**config.mk**
```make
export PLATFORM = sky130hd
export DESIGN_NAME = hostbus_slave
export DESIGN_NICKNAME = d
export VERILOG_FILES = /design/src/rtl/hbs_pkg.sv /design/src/rtl/hbs_fsm.sv /design/src/rtl/hbs_regs.sv /design/src/rtl/hostbus_slave.sv
export SDC_FILE = /design/constraint.sdc
export NUM_CORES = 1
export LEC_CHECK = 0
export ABC_AREA = 1
export BUFFER_PORTS_ARGS = -buffer_cell sky130_fd_sc_hd__buf_2
export CORE_MARGIN = 2
export CORE_UTILIZATION = 60
export DETAILED_ROUTE_END_ITERATION = 10
export GPL_TIMING_DRIVEN = 0
export PLACE_DENSITY = 0.88
export SYNTH_ARGS = -nofsm -noshare
export SYNTH_HDL_FRONTEND = slang
export SYNTH_SLANG_ARGS = --single-unit
export TNS_END_PERCENT = 30
```
**constraint.sdc**
```tcl
create_clock -name clk -period 5.05 [get_ports clk]
set_input_delay 1.01 -clock clk [delete_from_list [all_inputs] [get_ports clk]]
set_output_delay 1.01 -clock clk [all_outputs]
set_load 0.01 [all_outputs]
```
**src/rtl/hbs_pkg.sv**
```systemverilog
package hbs_pkg;
    typedef enum logic [1:0] {
        S_IDLE = 2'd0,
        S_ACK  = 2'd1,
        S_REL  = 2'd2
    } hbs_state_t;

    typedef enum logic [1:0] {
        RG_GEN  = 2'd0,
        RG_INS  = 2'd1,
        RG_MNT  = 2'd2,
        RG_NONE = 2'd3
    } hbs_region_t;
endpackage

```
**src/rtl/hbs_fsm.sv**
```systemverilog
module hbs_fsm
    import hbs_pkg::*;
(
    input  logic       clk,
    input  logic       rst_n,
    input  logic       sel_n,
    input  logic       dstb_n,
    input  logic       wr_n,
    input  logic       hiw_n,
    input  logic       low_n,
    input  logic [1:0] ack_mute,
    output logic       acc_go,
    output logic       acc_rd,
    output logic       ack_n,
    output logic       ack_oe,
    output logic       data_oe
);
    hbs_state_t state;
    logic       rd_q;
    logic       quiet_q;
    logic       qual;
    logic       mute_now;

    assign qual     = !sel_n && (!hiw_n || !low_n) && (wr_n || !dstb_n);
    assign mute_now = wr_n ? ack_mute[0] : ack_mute[1];
    assign acc_go   = (state == S_IDLE) && qual;
    assign acc_rd   = wr_n;

    // state register, falling edge
    always_ff @(negedge clk or negedge rst_n) begin
        if (!rst_n) begin
            state   <= S_IDLE;
            rd_q    <= 1'b0;
            quiet_q <= 1'b0;
        end else begin
            unique case (state)
                S_IDLE: if (qual) begin            // T_QUALIFY
                    state   <= S_ACK;
                    rd_q    <= wr_n;
                    quiet_q <= mute_now;
                end
                S_ACK:  if (sel_n) state <= S_REL; // T_END
                S_REL:  state <= S_IDLE;           // T_DONE
                default: state <= S_IDLE;
            endcase
        end
    end

    // outputs
    always_comb begin
        ack_n   = 1'b1;
        ack_oe  = 1'b0;
        data_oe = 1'b0;
        unique case (state)
            S_IDLE: begin
                ack_n  = 1'b1;
                ack_oe = 1'b0;
            end
            S_ACK: begin
                ack_n   = quiet_q;
                ack_oe  = !quiet_q;
                data_oe = rd_q && !sel_n && wr_n;
            end
            S_REL: begin
                ack_n  = 1'b1;
                ack_oe = !quiet_q;
            end
            default: begin
                ack_n  = 1'b1;
                ack_oe = 1'b0;
            end
        endcase
    end

    assert_ack_after_qual_R2: assert property (@(negedge clk) disable iff (!rst_n)
        (state == S_IDLE && qual && !mute_now) |=> (ack_oe && !ack_n));

    assert_no_ack_unqualified_R2: assert property (@(negedge clk) disable iff (!rst_n)
        (state == S_IDLE && !qual) |=> !ack_oe);

    assert_release_high_R3: assert property (@(negedge clk) disable iff (!rst_n)
        $fell(ack_oe) |-> $past(ack_n));

    assert_end_after_sel_R3: assert property (@(negedge clk) disable iff (!rst_n)
        (state == S_ACK && !sel_n) |=> (state == S_ACK));
endmodule

```
**src/rtl/hbs_regs.sv**
```systemverilog
module hbs_regs
    import hbs_pkg::*;
#(
    parameter int ADDR_W = 24,
    parameter int DATA_W = 32,
    parameter int IDX_W  = 2
) (
    input  logic              clk,
    input  logic              rst_n,
    input  logic              go,
    input  logic              rd,
    input  logic [ADDR_W-1:0] addr,
    input  logic [DATA_W-1:0] wdata,
    input  logic              hiw_n,
    input  logic              low_n,
    input  logic              consume,
    output logic [DATA_W-1:0] rdata,
    output logic              dma_req_n
);
    localparam int WORDS  = 1 << IDX_W;
    localparam int HALF   = DATA_W / 2;
    localparam int NREG   = 4;
    localparam logic [IDX_W-1:0] LAST = IDX_W'(WORDS - 1);

    hbs_region_t       region;
    logic [IDX_W-1:0]  idx;
    logic              full;
    logic              wr_go;
    logic              last_wr;
    logic [DATA_W-1:0] rword [NREG];

    assign region  = hbs_region_t'(addr[IDX_W+1:IDX_W]);
    assign idx     = addr[IDX_W-1:0];
    assign full    = !hiw_n && !low_n;
    assign wr_go   = go && !rd;
    assign last_wr = wr_go && region == RG_INS && idx == LAST && full;

    for (genvar g = 0; g < NREG; g++) begin : g_region
        if (g == int'(RG_NONE)) begin : g_unmapped
            assign rword[g] = '0;
        end else begin : g_mapped
            logic [DATA_W-1:0] cells [WORDS];
            logic              sel_here;
            logic              hi_en;
            logic              lo_en;
            assign sel_here = wr_go && (region == hbs_region_t'(g));
            if (g == int'(RG_MNT)) begin : g_lanes
                assign hi_en = !hiw_n;
                assign lo_en = !low_n;
            end else begin : g_fullonly
                assign hi_en = full;
                assign lo_en = full;
            end
            always_ff @(negedge clk or negedge rst_n) begin
                if (!rst_n) begin
                    for (int w = 0; w < WORDS; w++) cells[w] <= '0;
                end else if (sel_here) begin
                    if (hi_en) cells[idx][DATA_W-1:HALF] <= wdata[DATA_W-1:HALF];
                    if (lo_en) cells[idx][HALF-1:0]      <= wdata[HALF-1:0];
                end
            end
            assign rword[g] = cells[idx];
        end
    end

    always_ff @(negedge clk or negedge rst_n) begin
        if (!rst_n) begin
            rdata <= '0;
        end else if (go && rd) begin
            rdata <= rword[region];
        end
    end

    always_ff @(negedge clk or negedge rst_n) begin
        if (!rst_n)        dma_req_n <= 1'b0;
        else if (last_wr)  dma_req_n <= 1'b1;
        else if (consume)  dma_req_n <= 1'b0;
    end

    assert_dma_clear_R9: assert property (@(negedge clk) disable iff (!rst_n)
        $rose(dma_req_n) |-> $past(wr_go && region == RG_INS));

    assert_dma_set_R10: assert property (@(negedge clk) disable iff (!rst_n)
        $fell(dma_req_n) |-> $past(consume));

    assert_unmapped_zero_R5: assert property (@(negedge clk) disable iff (!rst_n)
        (go && rd && region == RG_NONE) |=> (rdata == '0));
endmodule

```
**src/rtl/hostbus_slave.sv**
```systemverilog
module hostbus_slave #(
    parameter int ADDR_W = 24,
    parameter int DATA_W = 32,
    parameter int IDX_W  = 2
) (
    input  logic              clk,
    input  logic              rst_n,
    input  logic              sel_n,
    input  logic              dstb_n,
    input  logic              wr_n,
    input  logic              hiw_n,
    input  logic              low_n,
    input  logic [ADDR_W-1:0] addr,
    input  logic [DATA_W-1:0] wdata_in,
    input  logic [1:0]        ack_mute,
    input  logic              consume,
    output logic [DATA_W-1:0] rdata_out,
    output logic              data_oe,
    output logic              ack_n,
    output logic              ack_oe,
    output logic              dma_req_n
);
    logic acc_go;
    logic acc_rd;

    hbs_fsm u_fsm (
        .clk      (clk),
        .rst_n    (rst_n),
        .sel_n    (sel_n),
        .dstb_n   (dstb_n),
        .wr_n     (wr_n),
        .hiw_n    (hiw_n),
        .low_n    (low_n),
        .ack_mute (ack_mute),
        .acc_go   (acc_go),
        .acc_rd   (acc_rd),
        .ack_n    (ack_n),
        .ack_oe   (ack_oe),
        .data_oe  (data_oe)
    );

    hbs_regs #(
        .ADDR_W (ADDR_W),
        .DATA_W (DATA_W),
        .IDX_W  (IDX_W)
    ) u_regs (
        .clk       (clk),
        .rst_n     (rst_n),
        .go        (acc_go),
        .rd        (acc_rd),
        .addr      (addr),
        .wdata     (wdata_in),
        .hiw_n     (hiw_n),
        .low_n     (low_n),
        .consume   (consume),
        .rdata     (rdata_out),
        .dma_req_n (dma_req_n)
    );
endmodule

```
==> results.yml <==
worst_setup_path:
  crit_path_top_delay_cell: "clkbuf_1"
  path_cells: "clkbuf_1 > buf_2 > clkbuf_1 > nand2_1 > nand2_1 > nand2_1 > nand2_1 > nand2_1 > nand2_1 > nor2_1 > nor2_1"
  setup.worst_path.end_class: "flop"
  cp-start-kind: "primary input"
  worstPathRequired_ps: 3100
  cp_top_family: "buffers and inverters"
  slowest_delay_ps: 570
  worstPathArrival_ps: 3180
  critPathBufInv: 3
  critPathMaxFanout: 10
  crit_top_cell: "nand2_1"
  path_class: "in2reg"
synth:
  synth_cells: 3037
  synth_seq_cells: 421
  ys_seq_area_frac: 0.4863
  syn_nets: 3106
  netlist_area_sq_um: 21660
  synth_area_leaders: "dfrtn_1 (49%), nand2_1 (31%), nand4_1 (11%)"
  yosys.area.top_type: "dfrtn_1"
  ys_warn_count: 0
  ys_types: 21
  synth_top_area_frac: 0.4863
  avgSynthCellArea_sq_um: 7.134
finish:
  area_delta_synth_final_pct: 12.18
  layout.nets: 3235
  stdcell_area_sq_um: 24300
  post-route-util: 0.6833
  fillers: 2990
  final_layout_size_suffix_gt1_frac: 0.09440
routing:
  wl_per_cell_microns: 20.67
  drc: 0
  wirelength_microns: 75690
  drt_pre_antenna_iters: 6
  drt_iter0_drc: 3314
  vias_per_cell: 6.207
  dr_total_vias: 22730
  ant_nets: 0
flow_run:
  max_cap_violations: 0
global_routing:
  antenna_found_initial: 3
  grt_pass1_vias: 21540
  grt_pass1_wl_microns: 118500
  grt_max_degree: 116
  globalRouteTotalUtil: 0.4014
  grt_overflow: 0
sta:
  skew_ps: 20.48
  finalSetupViolCount: 24
  worst_pin_slew_ps: 901.0
  finalMaxSlewViolations: 0
  layout_setup_ws_ps: -77.65
  hold_violations: 0
  rsz0062_at_grt: "true"
  slew_headroom: 0.3994
clock_tree:
  clk-insertion-delay-late_ps: 560
  path_clk_slew_ps: 40
  clockBufferDepth: 3
  cts_buffers: 45
  cts_root_buffer: "clkbuf_16"
  cts_max_level: 2
  hold_buffers: 0
  clkSinkCount: 421
  cts_tree: "built"
worst_hold_path:
  hp-class: "reg2reg"
place:
  hpwl_microns: 53320
  placed_cell_area_sq_um: 22720
  portBuffers: 77
  post-place-ws_ps: -664.0
  gp_congestion: 1.052
power_and_ir_drop:
  vdd_drop_max_uv: 333.8
  power_leakage_uw: 0.01374
  power.density_nw_per_um2: 363.8
floorplanning:
  dieArea_sq_um: 37640
  die_h_microns: 194.0
  die_w_microns: 194.0
  coreArea_sq_um: 35570
  start_util: 0.6091
  num_io_pins: 102
  placementRows: 69
status:
  outcome: "finished with violations"
  violations: "setup timing"
-- worst reg2reg max path: stages, from the launching register on --
cell     delay [ps]
dfrtn_1         390
inv_2           110
ha_4            140
nand4_2         200
nor2_4          310
buf_4           260
nand3_1         290
buf_2           320
nand2_1          90
nand2_1          50
-- cells by family (layout without fill, tap and decap cells) --
kind of cell / after synthesis / after routing / share of synthesized area
AND/OR/NAND/NOR: 2326 / 2326 / 0.4516
flip-flops: 421 / 421 / 0.4863
buffers and inverters: 283 / 445 / 0.05943
AO/OA/AOI/OAI: 4 / 4 / 0.0009241
other: 0 / 2 / 0
adder cells (fa/ha/maj): 3 / 3 / 0.001733
-- state kept, by name (all words and copies together), names as in the netlist --
name / flops
u_regs.g_region.g_mapped.cells: 384
u_regs.rdata: 32
u_fsm.state: 2
u_fsm.quiet_q: 1
u_fsm.rd_q: 1
u_regs.dma_req_n: 1
-- power breakdown --
group          switching (uW)  total [uW]  internal (uW)
Sequential                193        3950           3760
Combinational            1040        1510            476
Clock                    1390        3380           1980
-- per-layer routing --
layer / part of all wire / global-route usage
met3: 0.12 / 0.08975
met2: 0.43 / 0.5911
met1: 0.36 / 0.5252
met4: 0.084 / 0.2904
met5: 0.00022 / 0
-- path summary, 6_finish.rpt --
| path | from | endpoint | slack (ps) | depth (start not counted) |
|---|---|---|---|---|
| min in group asynchronous | rst_n | u_regs.g_region[1].g_mapped.cells[8] | 2870 | 1 |
| hold / removal | u_regs.g_region[1].g_mapped.cells[91] | u_regs.g_region[1].g_mapped.cells[91] | 420 | 2 |
| setup / recovery | addr[0] | u_regs.rdata[12] | -80 | 11 |
| setup reg to reg | u_fsm.state[0] | u_regs.g_region[0].g_mapped.cells[73] | 2730 | 9 |
| max in group asynchronous | rst_n | u_regs.g_region[0].g_mapped.cells[12] | 1040 | 2 |
| hold reg to reg | u_regs.g_region[1].g_mapped.cells[91] | u_regs.g_region[1].g_mapped.cells[91] | 420 | 2 |
-- synthesized netlist by cell type --
master    number
nand2_1     1805
dfrtn_1      421
nand4_1      384
clkbuf_1     128
nor2_1       110
buf_2         78
buf_4         34
buf_1         31
nand3_1       12
inv_1         10
nand3_2        6
ha_1           3
nor2_2         3
a21oi_1        2
inv_2          2
nor2_4         2
o21ai_0        2
nand4_2        1
nor3_1         1
or2_2          1
or2_4          1
-- cells in the final DEF, fill, tap and decap left out, types with 2 or more instances in the layout --
| cell | count |
|---|---|
| nand2_2 | 2 |
| nor2_4 | 2 |
| clkbuf_2 | 9 |
| or2_4 | 2 |
| clkbuf_1 | 131 |
| ha_4 | 2 |
| nand3_1 | 8 |
| diode_2 | 2 |
| buf_2 | 152 |
| o21ai_0 | 2 |
| a21oi_1 | 2 |
| clkinv_2 | 10 |
| buf_4 | 36 |
| dfrtn_1 | 421 |
| clkbuf_16 | 47 |
| buf_1 | 29 |
| buf_16 | 3 |
| inv_2 | 6 |
| nand3_2 | 10 |
| nor2_2 | 3 |
| bufinv_16 | 3 |
| inv_1 | 6 |
| nor2_1 | 110 |
| nand4_1 | 384 |
| nand2_1 | 1803 |
| clkbuf_8 | 9 |
-- area by class of cell --
cell class	count	area, sq um	share of cell area
sequential	421	10540	0.4335
buffer	271	1256	0.05169
tap	461	576.8	0.02373
clock inverter	14	148.9	0.006126
multi-input combinational	2333	9899	0.4073
timing repair buffer	82	499.2	0.02054
clock buffer	66	1338	0.05503
inverter	12	45.04	0.001853
antenna	2	5.005	0.0002059
-- timing repair --
action,in CTS,in global routing
endpoints found under the setup margin,11,230
resized for setup,7,26
hold endpoints to repair,0,0
setup buffers,0,2
pin swaps,1,1
-- through the flow --
stage / cells / hold slack, ps / TNS [ps] / total power, uW
5_1_grt: 3662 / 427.6 / -761.2 / 9147
3_5_place_dp: 3578 / 418.8 / -161020 / 5415
6_report: 3662 / 416.1 / -674.8 / 8841
4_1_cts: 3658 / 420.3 / -114.0 / 8761
2_1_floorplan: 3037 / 402.8 / 0 / 4805
3_3_place_gp: 3575 / 413.8 / -3285800 / 5348
(Power assumes the default switching activity.)
